## src/rtl/dma_cc_pkg.sv

```systemverilog
// Package: shared sizes and the per-channel configuration record.
// Assumes the channel count is a power of two of at least 2.
package dma_cc_pkg;
    localparam int CC_NCH = 4;
    localparam int CC_CW  = $clog2(CC_NCH);

    typedef struct packed {
        logic             en;
        logic             quiet;
        logic [CC_CW-1:0] chain;
    } chan_cfg_t;
endpackage

```

## src/rtl/dma_cc_cfg.sv

```systemverilog
// Module: configuration store for all channels.
// Holds enable, quiet mode and chain target for each channel and loads one
// channel per write. Reset default: enabled, quiet off, chain target equal to
// the channel's own index, which means no chaining.
module dma_cc_cfg
    import dma_cc_pkg::*;
#(
    parameter int NCH = CC_NCH,
    parameter int CW  = CC_CW
) (
    input  logic          clk,
    input  logic          rst_n,
    input  logic          we,
    input  logic [CW-1:0] ch,
    input  chan_cfg_t     wdata,
    output chan_cfg_t     cfg [NCH]
);
    for (genvar g = 0; g < NCH; g++) begin : g_ch
        // Load this channel on a matching write; reset to the defaults.
        always_ff @(posedge clk) begin
            if (!rst_n) begin
                cfg[g].en    <= 1'b1;
                cfg[g].quiet <= 1'b0;
                cfg[g].chain <= CW'(g);
            end else if (we && ch == CW'(g)) begin
                cfg[g] <= wdata;
            end
        end

        // configuration only changes on a write.
        p_cfg_hold_r11: assert property (@(posedge clk) disable iff (!rst_n)
            !we |=> $stable(cfg[g]));
    end
endmodule

```

## src/rtl/dma_cc_route.sv

```systemverilog
// Module: chain trigger routing.
// Turns completion pulses into trigger pulses for the target channels. A
// channel that names itself produces no trigger. Several sources aimed at the
// same target merge into one trigger. Purely combinational.
module dma_cc_route
    import dma_cc_pkg::*;
#(
    parameter int NCH = CC_NCH,
    parameter int CW  = CC_CW
) (
    input  logic [NCH-1:0] complete,
    input  chan_cfg_t      cfg [NCH],
    output logic [NCH-1:0] chain_trig
);
    // For each target, OR together the completions of every other channel that names it.
    always_comb begin
        chain_trig = '0;
        for (int t = 0; t < NCH; t++) begin
            for (int s = 0; s < NCH; s++) begin
                if (s != t && complete[s] && cfg[s].chain == CW'(t))
                    chain_trig[t] = 1'b1;
            end
        end
    end
endmodule

```

## src/rtl/dma_cc_chan.sv

```systemverilog
// Module: one channel's busy and interrupt state.
// Assumes done_i pulses only mean something while the channel is busy.
// Completion always takes priority over a new start in the same cycle.
module dma_cc_chan (
    input  logic clk,
    input  logic rst_n,
    input  logic en_i,
    input  logic quiet_i,
    input  logic sw_trig_i,
    input  logic chain_trig_i,
    input  logic null_i,
    input  logic done_i,
    input  logic clr_i,
    output logic busy_o,
    output logic issue_o,
    output logic irq_o,
    output logic complete_o
);
    logic busy_q, irq_q, start, irq_set;

    // Decode start, completion and interrupt set events.
    always_comb begin
        complete_o = busy_q && done_i;
        start      = en_i && !busy_q && ((sw_trig_i && !null_i) || chain_trig_i);
        irq_set    = (complete_o && !quiet_i) || (null_i && quiet_i);
    end

    // Busy flag: cleared by completion, set by an accepted start.
    always_ff @(posedge clk) begin
        if (!rst_n)          busy_q <= 1'b0;
        else if (complete_o) busy_q <= 1'b0;
        else if (start)      busy_q <= 1'b1;
    end

    // Sticky interrupt flag: a set event wins over write-one-to-clear.
    always_ff @(posedge clk) begin
        if (!rst_n) irq_q <= 1'b0;
        else        irq_q <= irq_set || (irq_q && !clr_i);
    end

    assign busy_o  = busy_q;
    assign irq_o   = irq_q;
    assign issue_o = busy_q && en_i;

    // a channel only becomes busy while enabled.
    p_start_enabled_r9: assert property (@(posedge clk) disable iff (!rst_n)
        $rose(busy_q) |-> $past(en_i));
    // a paused channel stays busy.
    p_pause_hold_r9: assert property (@(posedge clk) disable iff (!rst_n)
        busy_q && !en_i && !done_i |=> busy_q);
    // completion drops busy.
    p_done_clears_r3: assert property (@(posedge clk) disable iff (!rst_n)
        busy_q && done_i |=> !busy_q);
    // a null write alone never starts the channel.
    p_null_no_start_r8: assert property (@(posedge clk) disable iff (!rst_n)
        !busy_q && null_i && !chain_trig_i |=> !busy_q);
    // in quiet mode only a null write raises the interrupt.
    p_quiet_silent_r7: assert property (@(posedge clk) disable iff (!rst_n)
        quiet_i && !null_i && !irq_q |=> !irq_q);
endmodule

```

## src/rtl/dma_chain_ctrl.sv

```systemverilog
// Module: top of the DMA chaining and completion control.
// Connects the configuration store, the chain router and one channel slice
// per channel. Triggers, null writes and done pulses are one-cycle strobes
// that are synchronous to clk.
module dma_chain_ctrl
    import dma_cc_pkg::*;
#(
    parameter int NCH = CC_NCH,
    parameter int CW  = CC_CW
) (
    input  logic           clk,
    input  logic           rst_n,
    input  logic           cfg_we,
    input  logic [CW-1:0]  cfg_ch,
    input  logic           cfg_en,
    input  logic           cfg_quiet,
    input  logic [CW-1:0]  cfg_chain,
    input  logic [NCH-1:0] sw_trig,
    input  logic [NCH-1:0] null_wr,
    input  logic [NCH-1:0] blk_done,
    input  logic [NCH-1:0] irq_clr,
    output logic [NCH-1:0] busy,
    output logic [NCH-1:0] issue_ok,
    output logic [NCH-1:0] irq
);
    chan_cfg_t      cfg [NCH];
    chan_cfg_t      wdata;
    logic [NCH-1:0] complete;
    logic [NCH-1:0] chain_trig;

    // Pack the configuration write fields into one record.
    always_comb begin
        wdata.en    = cfg_en;
        wdata.quiet = cfg_quiet;
        wdata.chain = cfg_chain;
    end

    dma_cc_cfg #(.NCH(NCH), .CW(CW)) u_cfg (
        .clk(clk), .rst_n(rst_n), .we(cfg_we), .ch(cfg_ch),
        .wdata(wdata), .cfg(cfg)
    );

    dma_cc_route #(.NCH(NCH), .CW(CW)) u_route (
        .complete(complete), .cfg(cfg), .chain_trig(chain_trig)
    );

    for (genvar g = 0; g < NCH; g++) begin : g_chan
        dma_cc_chan u_chan (
            .clk(clk), .rst_n(rst_n),
            .en_i(cfg[g].en), .quiet_i(cfg[g].quiet),
            .sw_trig_i(sw_trig[g]), .chain_trig_i(chain_trig[g]),
            .null_i(null_wr[g]), .done_i(blk_done[g]), .clr_i(irq_clr[g]),
            .busy_o(busy[g]), .issue_o(issue_ok[g]), .irq_o(irq[g]),
            .complete_o(complete[g])
        );
    end
endmodule

```

## config.mk

```make
export PLATFORM = sky130hd
export DESIGN_NAME = dma_chain_ctrl
export DESIGN_NICKNAME = d
export VERILOG_FILES = /design/src/rtl/dma_cc_pkg.sv /design/src/rtl/dma_cc_cfg.sv /design/src/rtl/dma_cc_route.sv /design/src/rtl/dma_cc_chan.sv /design/src/rtl/dma_chain_ctrl.sv
export SDC_FILE = /design/constraint.sdc
export NUM_CORES = 1
export LEC_CHECK = 0
export ABC_AREA = 1
export BUFFER_PORTS_ARGS = -buffer_cell sky130_fd_sc_hd__buf_2
export CAP_MARGIN = 20
export CORE_MARGIN = 4
export CORE_UTILIZATION = 54
export CTS_CLUSTER_SIZE = 20
export DETAILED_ROUTE_END_ITERATION = 7
export GPL_TIMING_DRIVEN = 0
export PLACE_DENSITY = 0.86
export SETUP_SLACK_MARGIN = 0.5
export SLEW_MARGIN = 40
export SYNTH_ARGS = -nofsm -noshare
export SYNTH_HDL_FRONTEND = slang
export SYNTH_SLANG_ARGS = --single-unit
```

## constraint.sdc

```tcl
create_clock -name clk -period 1.3 [get_ports clk]
set_input_delay 0.13 -clock clk [delete_from_list [all_inputs] [get_ports clk]]
set_output_delay 0.13 -clock clk [all_outputs]
set_load 0.005 [all_outputs]
```

# --- Yosys cells after proc, flatten, opt, wreduce, memory -nomap -nowiden ---
# Cells that the tools add are included.
totals:
  regBits: 24
  elab_cells: 129
  out_inout_bits: 12
  input_bits: 25
op_classes:
  n_eq_ne: 12
  n_bitwise: 1
  reduce_logical: 84
  mux: 12
op_table:
  columns: ["op", "n"]
  rows:
  - ["1-bit logical AND", 48]
  - ["2-bit == test, second input constant", 8]
  - ["1-bit logical NOT", 16]
  - ["1-bit logical OR", 12]
  - ["1-bit two-way mux", 12]
  - ["2-bit by 1-bit == test with 1-bit output, second input constant", 4]
  - ["2-bit logical NOT", 4]
  - ["2-bit OR reduction", 4]
  - ["1-bit NOT", 1]

# --- Logic depth before layout (Yosys ltp) ---
logic_depth:
  ltp_word: 7
  ltp_mapped: 7
  mapped_depth_nobuf: 7

# --- By module ---
# From an unflattened synthesis, not the netlist that was laid out.
unflattened:
  cells_unflattened: 192
  hier_area_um2: 1317.5
modules_own_cells:
  columns: ["module", "area_per_inst_um2", "cells_per_inst", "seq_area_each_um2", "instances"]
  rows:
  - ["dma_cc_cfg", 745.7, 93, 320.3, 1]
  - ["dma_cc_chan", 115.1, 19, 40.0, 4]
  - ["dma_cc_route", 111.4, 23, 0.0, 1]

# --- Worst setup path before layout ---
# OpenSTA, ideal clock, no wires.
synth_timing:
  path_kind: "reg2reg"
  start: "reg g_chan[3].u_chan.busy_q"
  end: "reg g_chan[0].u_chan.busy_q"
  synth_period_minus_slack_ns: 0.873
  slack_ns: 0.427
  arrival_ns: 0.751
  t_required_ns: 1.178
  path_stages_with_launch: 7
  path_cell_list: "dfxtp_1 nand2_1 inv_1 nand2_1 nand2_1 o21ai_0 a21oi_1"
synth_via:
  elab_chain_len: 5
synth_lines:
  columns: ["item", "line", "text"]
  rows:
  - ["start, declared", "dma_cc_chan.sv:19", "logic busy_q, irq_q, start, irq_set;"]
  - ["start signal, assigned", "dma_cc_chan.sv:30", "if (!rst_n) busy_q <= 1'b0;"]
  - ["start signal, assigned", "dma_cc_chan.sv:31", "else if (complete_o) busy_q <= 1'b0;"]
  - ["start signal, assigned", "dma_cc_chan.sv:32", "else if (start) busy_q <= 1'b1;"]
  - ["1-bit logical AND", "dma_cc_chan.sv:23", "complete_o = busy_q && done_i;"]
  - ["1-bit logical AND", "dma_cc_route.sv:20", "if (s != t && complete[s] && cfg[s].chain == CW'(t))"]
  - ["1-bit two-way mux", "dma_cc_route.sv:20", null]
  - ["1-bit logical OR", "dma_cc_chan.sv:24", "start = en_i && !busy_q && ((sw_trig_i && !null_i) || chain_trig_i);"]
  - ["1-bit logical AND", "dma_cc_chan.sv:24", null]
  - ["end signal, assigned", "dma_cc_chan.sv:30", null]
  - ["end signal, assigned", "dma_cc_chan.sv:31", null]
  - ["end signal, assigned", "dma_cc_chan.sv:32", null]
  - ["end, declared", "dma_cc_chan.sv:19", null]
# No other way between the ends.
# A chain may end at the register's enable or synchronous reset.

# --- Worst setup path after layout ---
layout_timing:
  start: "reg g_chan[2].u_chan.busy_q"
  end: "out issue_ok[2]"
layout_via:
  elab_chain_len: 1
layout_lines:
  columns: ["item", "line", "text"]
  rows:
  - ["start, declared", "dma_cc_chan.sv:19", null]
  - ["start signal, assigned", "dma_cc_chan.sv:30", null]
  - ["start signal, assigned", "dma_cc_chan.sv:31", null]
  - ["start signal, assigned", "dma_cc_chan.sv:32", null]
  - ["1-bit logical AND", "dma_cc_chan.sv:43", "assign issue_o = busy_q && en_i;"]
  - ["end, declared", "dma_chain_ctrl.sv:23", "output logic [NCH-1:0] issue_ok,"]
# No other way between the ends.

==> impl_metrics.py <==
metrics = {
    "floorplan": {
        "die_w_um": 55.39,
        "top_level_ports": 37,
        "die_y_um": 55.39,
        "initial_core_util_pct": 59.38,
        "dieArea_um2": 3068,
        "core_um2": 2042,
        "fp-row-count": 16,
    },
    "sta": {
        "clock_skew_ns": 0.002436,
        "final.period_utilization_pct": 87.14,
        "slew_headroom_pct": 83.45,
        "layout_min_cycle_time_ns": 1.133,
        "setup_tns_ns": 0,
        "drv_slew": 0,
        "fin_ws_ns": 0.1672,
        "hold_viol": 0,
        "maxClockFrequency_ghz": 0.8828,
        "setup_viol": 0,
        "rsz0062_at_grt": "yes",
        "tightestPinTransition_ns": 0.2476,
    },
    "worst_setup_path": {
        "worst-path-max-fanout": 4,
        "arrival_ns": 1.00,
        "critPathLaunch": "g_chan[2].u_chan.busy_o",
        "cp-end-kind": "output pin",
        "crit_required_ns": 1.17,
        "crit_type": "flip-flop to output pin",
        "r2r_start": "g_chan[0].u_chan.busy_o",
        "critPathLaunchType": "flip-flop",
    },
    "clock_network": {
        "htreeDepth": 1,
        "cts.sinks": 24,
        "path_clk_slew_ns": 0.13,
        "postCtsHoldBufs": 0,
        "clock-root-buffer": "clkbuf_4",
        "tritoncts": "done",
        "cts_buffer_depth": 2,
        "cts_made_buffers": 3,
        "clk_latency_ns": 0.32,
    },
    "layout": {
        "nets": 261,
        "syn2layout_area_growth_pct": 44.79,
        "antenna_cells": 0,
        "fill_cells": 117,
        "drive_above_1_share_pct": 41.45,
        "layoutNonFillerInstCount": 261,
    },
    "global_route": {
        "grt_pass1_vias": 1237,
        "antenna_found_initial": 0,
        "track_usage_pct": 20.08,
        "grt_overflow": 0,
        "grt_pass1_wl_um": 5133,
        "grt_max_degree": 13,
    },
    "yosys": {
        "synth_top_family_by_area": "simple AND/OR/NAND/NOR gates",
        "ys_seq_area_share_pct": 39.63,
        "synth.mux.area_fraction_pct": 0.8256,
        "yosysWarnings": 0,
        "synth.distinct_cells": 14,
        "netlist_instances": 188,
        "synth_top_cell_by_area": "dfxtp_1",
        "synth_top_cell_area_share_pct": 39.63,
        "synth-simple-area-share_pct": 28.59,
        "synth_compound_area_share_pct": 12.28,
        "synth_xor_area_share_pct": 0,
        "synth_nets": 213,
        "synthAdderAreaFrac_pct": 0,
        "syn-cell-area_um2": 1212,
        "synth.ff_latch_count": 24,
        "ys_top_cells_by_area": "dfxtp_1 (40%), nand2_1 (15%), inv_1 (10%), nor2_1 (8.7%), buf_4 (8.0%)",
        "synth.avg_cell_area_um2": 6.449,
    },
    "power_and_ir_drop": {
        "leakage_uw": 0.0008906,
        "power_uw": 1546,
        "power_density_nw_per_um2": 880.5,
        "ir_worst_vdd_v": 0.0009486,
    },
    "detailed_routing": {
        "finalWirelength_um": 3327,
        "antenna_left": 0,
        "dr.pass1.iters": 4,
        "wire_per_inst_um": 12.75,
        "drc": 0,
        "avgViaCountPerCell": 5.115,
        "via_count": 1335,
        "drtIter0Drc": 49,
    },
    "flow_run": {
        "maxCapViolations": 0,
    },
    "place": {
        "port_buffers": 35,
        "placed_cells": 250,
        "finalWeightedCongestion": 0.9076,
        "pre_cts_slack_ns": 0.3529,
        "dp_hpwl_um": 2245,
    },
    "min_path": {
        "hold_path.class": "input pin to flip-flop",
        "min_from": "irq_clr[2]",
    },
    "outcome": {
        "status": "complete, no violations",
    },
}
==> synth_stat cells <==
cell type  count
inv_1         33
nand3_1        9
o211ai_1       2
dfxtp_1       24
nor2_1        28
a31oi_1        3
buf_2          1
nand2_2        1
nand4_1        1
nand2_1       49
mux2i_1        1
o21ai_0       11
a21oi_1       12
buf_4         13
==> registers in the layout, summed over array words and instances, names as in the netlist <==
register              count
u_cfg.cfg                16
g_chan.u_chan.busy_o      4
g_chan.u_chan.irq_o       4
==> report_power, final <==
group	total (uW)	switching [uW]	internal, uW
Clock	336	227	109
Combinational	387	177	209
Sequential	823	38.6	784
Total	1550	443	1100
==> worst paths after layout <==
path              slack (ns)                 endpoint  depth (start not counted)
setup / recovery        0.17              issue_ok[2]                          4
hold / removal          0.05   g_chan[2].u_chan.irq_o                          4
setup reg to reg        0.23  g_chan[3].u_chan.busy_o                          7
hold reg to reg         0.48            u_cfg.cfg[14]                          2
==> metrics by stage <==
stage	utilization (%)	hold slack [ns]	cell area (um^2)
finish	85.97	0.05300	1755
global route	85.97	0.04979	1755
CTS	80.15	0.02862	1637
detailed placement	70.22	0.3899	1434
global placement	70.22	0.3824	1434
floorplan	-	0.2432	1225
==> critical path, stage by stage, from the launching register on <==
cell and delay (ns):
dfxtp_2 0.39, nand2_1 0.06, inv_1 0.07, buf_6 0.09, buf_6 0.08
==> routing by layer <==
layer  vias to the layer above  wire length, um  GRT usage (%)
met5                         -                0              0
met4                         0               58          6.597
met3                         7              224          3.263
met2                        48             1705          36.66
met1                       619             1338          23.48
li1                        661                -              -
==> placed cells by master (no fill, tap or decap), drive strengths merged <==
cell and instances:
o211ai 2, nand2 50, o21ai 11, dfxtp 24, clkbuf 3, mux2i 1
nor2 28, nand4 1, a31oi 3, nand3 9, buf 57, a21oi 12
inv 33
==> what timing repair did <==
item                       4_1_cts  5_1_grt
setup buffers                    5        3
resized for setup               36       29
pin swaps                        8       19
hold endpoints to repair         0        0
setup endpoints to repair       17       19
==> kinds of logic (layout without fill, tap and decap cells) <==
logic type / count (synthesis) / count (layout)
AOI/OAI and AO/OA: 28 / 28
buffers and inverters: 47 / 93
DFF: 24 / 24
muxes: 1 / 1
and+or+nand+nor: 88 / 88
==> area by class of cell <==
cell class	count	area, um^2	share of cell area [%]
inverter	33	126.4	7.199
clock buffer	3	22.52	1.283
timing repair buffer	43	321.6	18.32
tap	27	33.78	1.924
multi-input combinational	117	611.8	34.85
sequential	24	495.5	28.23
buffer	14	143.9	8.197
(Power assumes the default switching activity.)
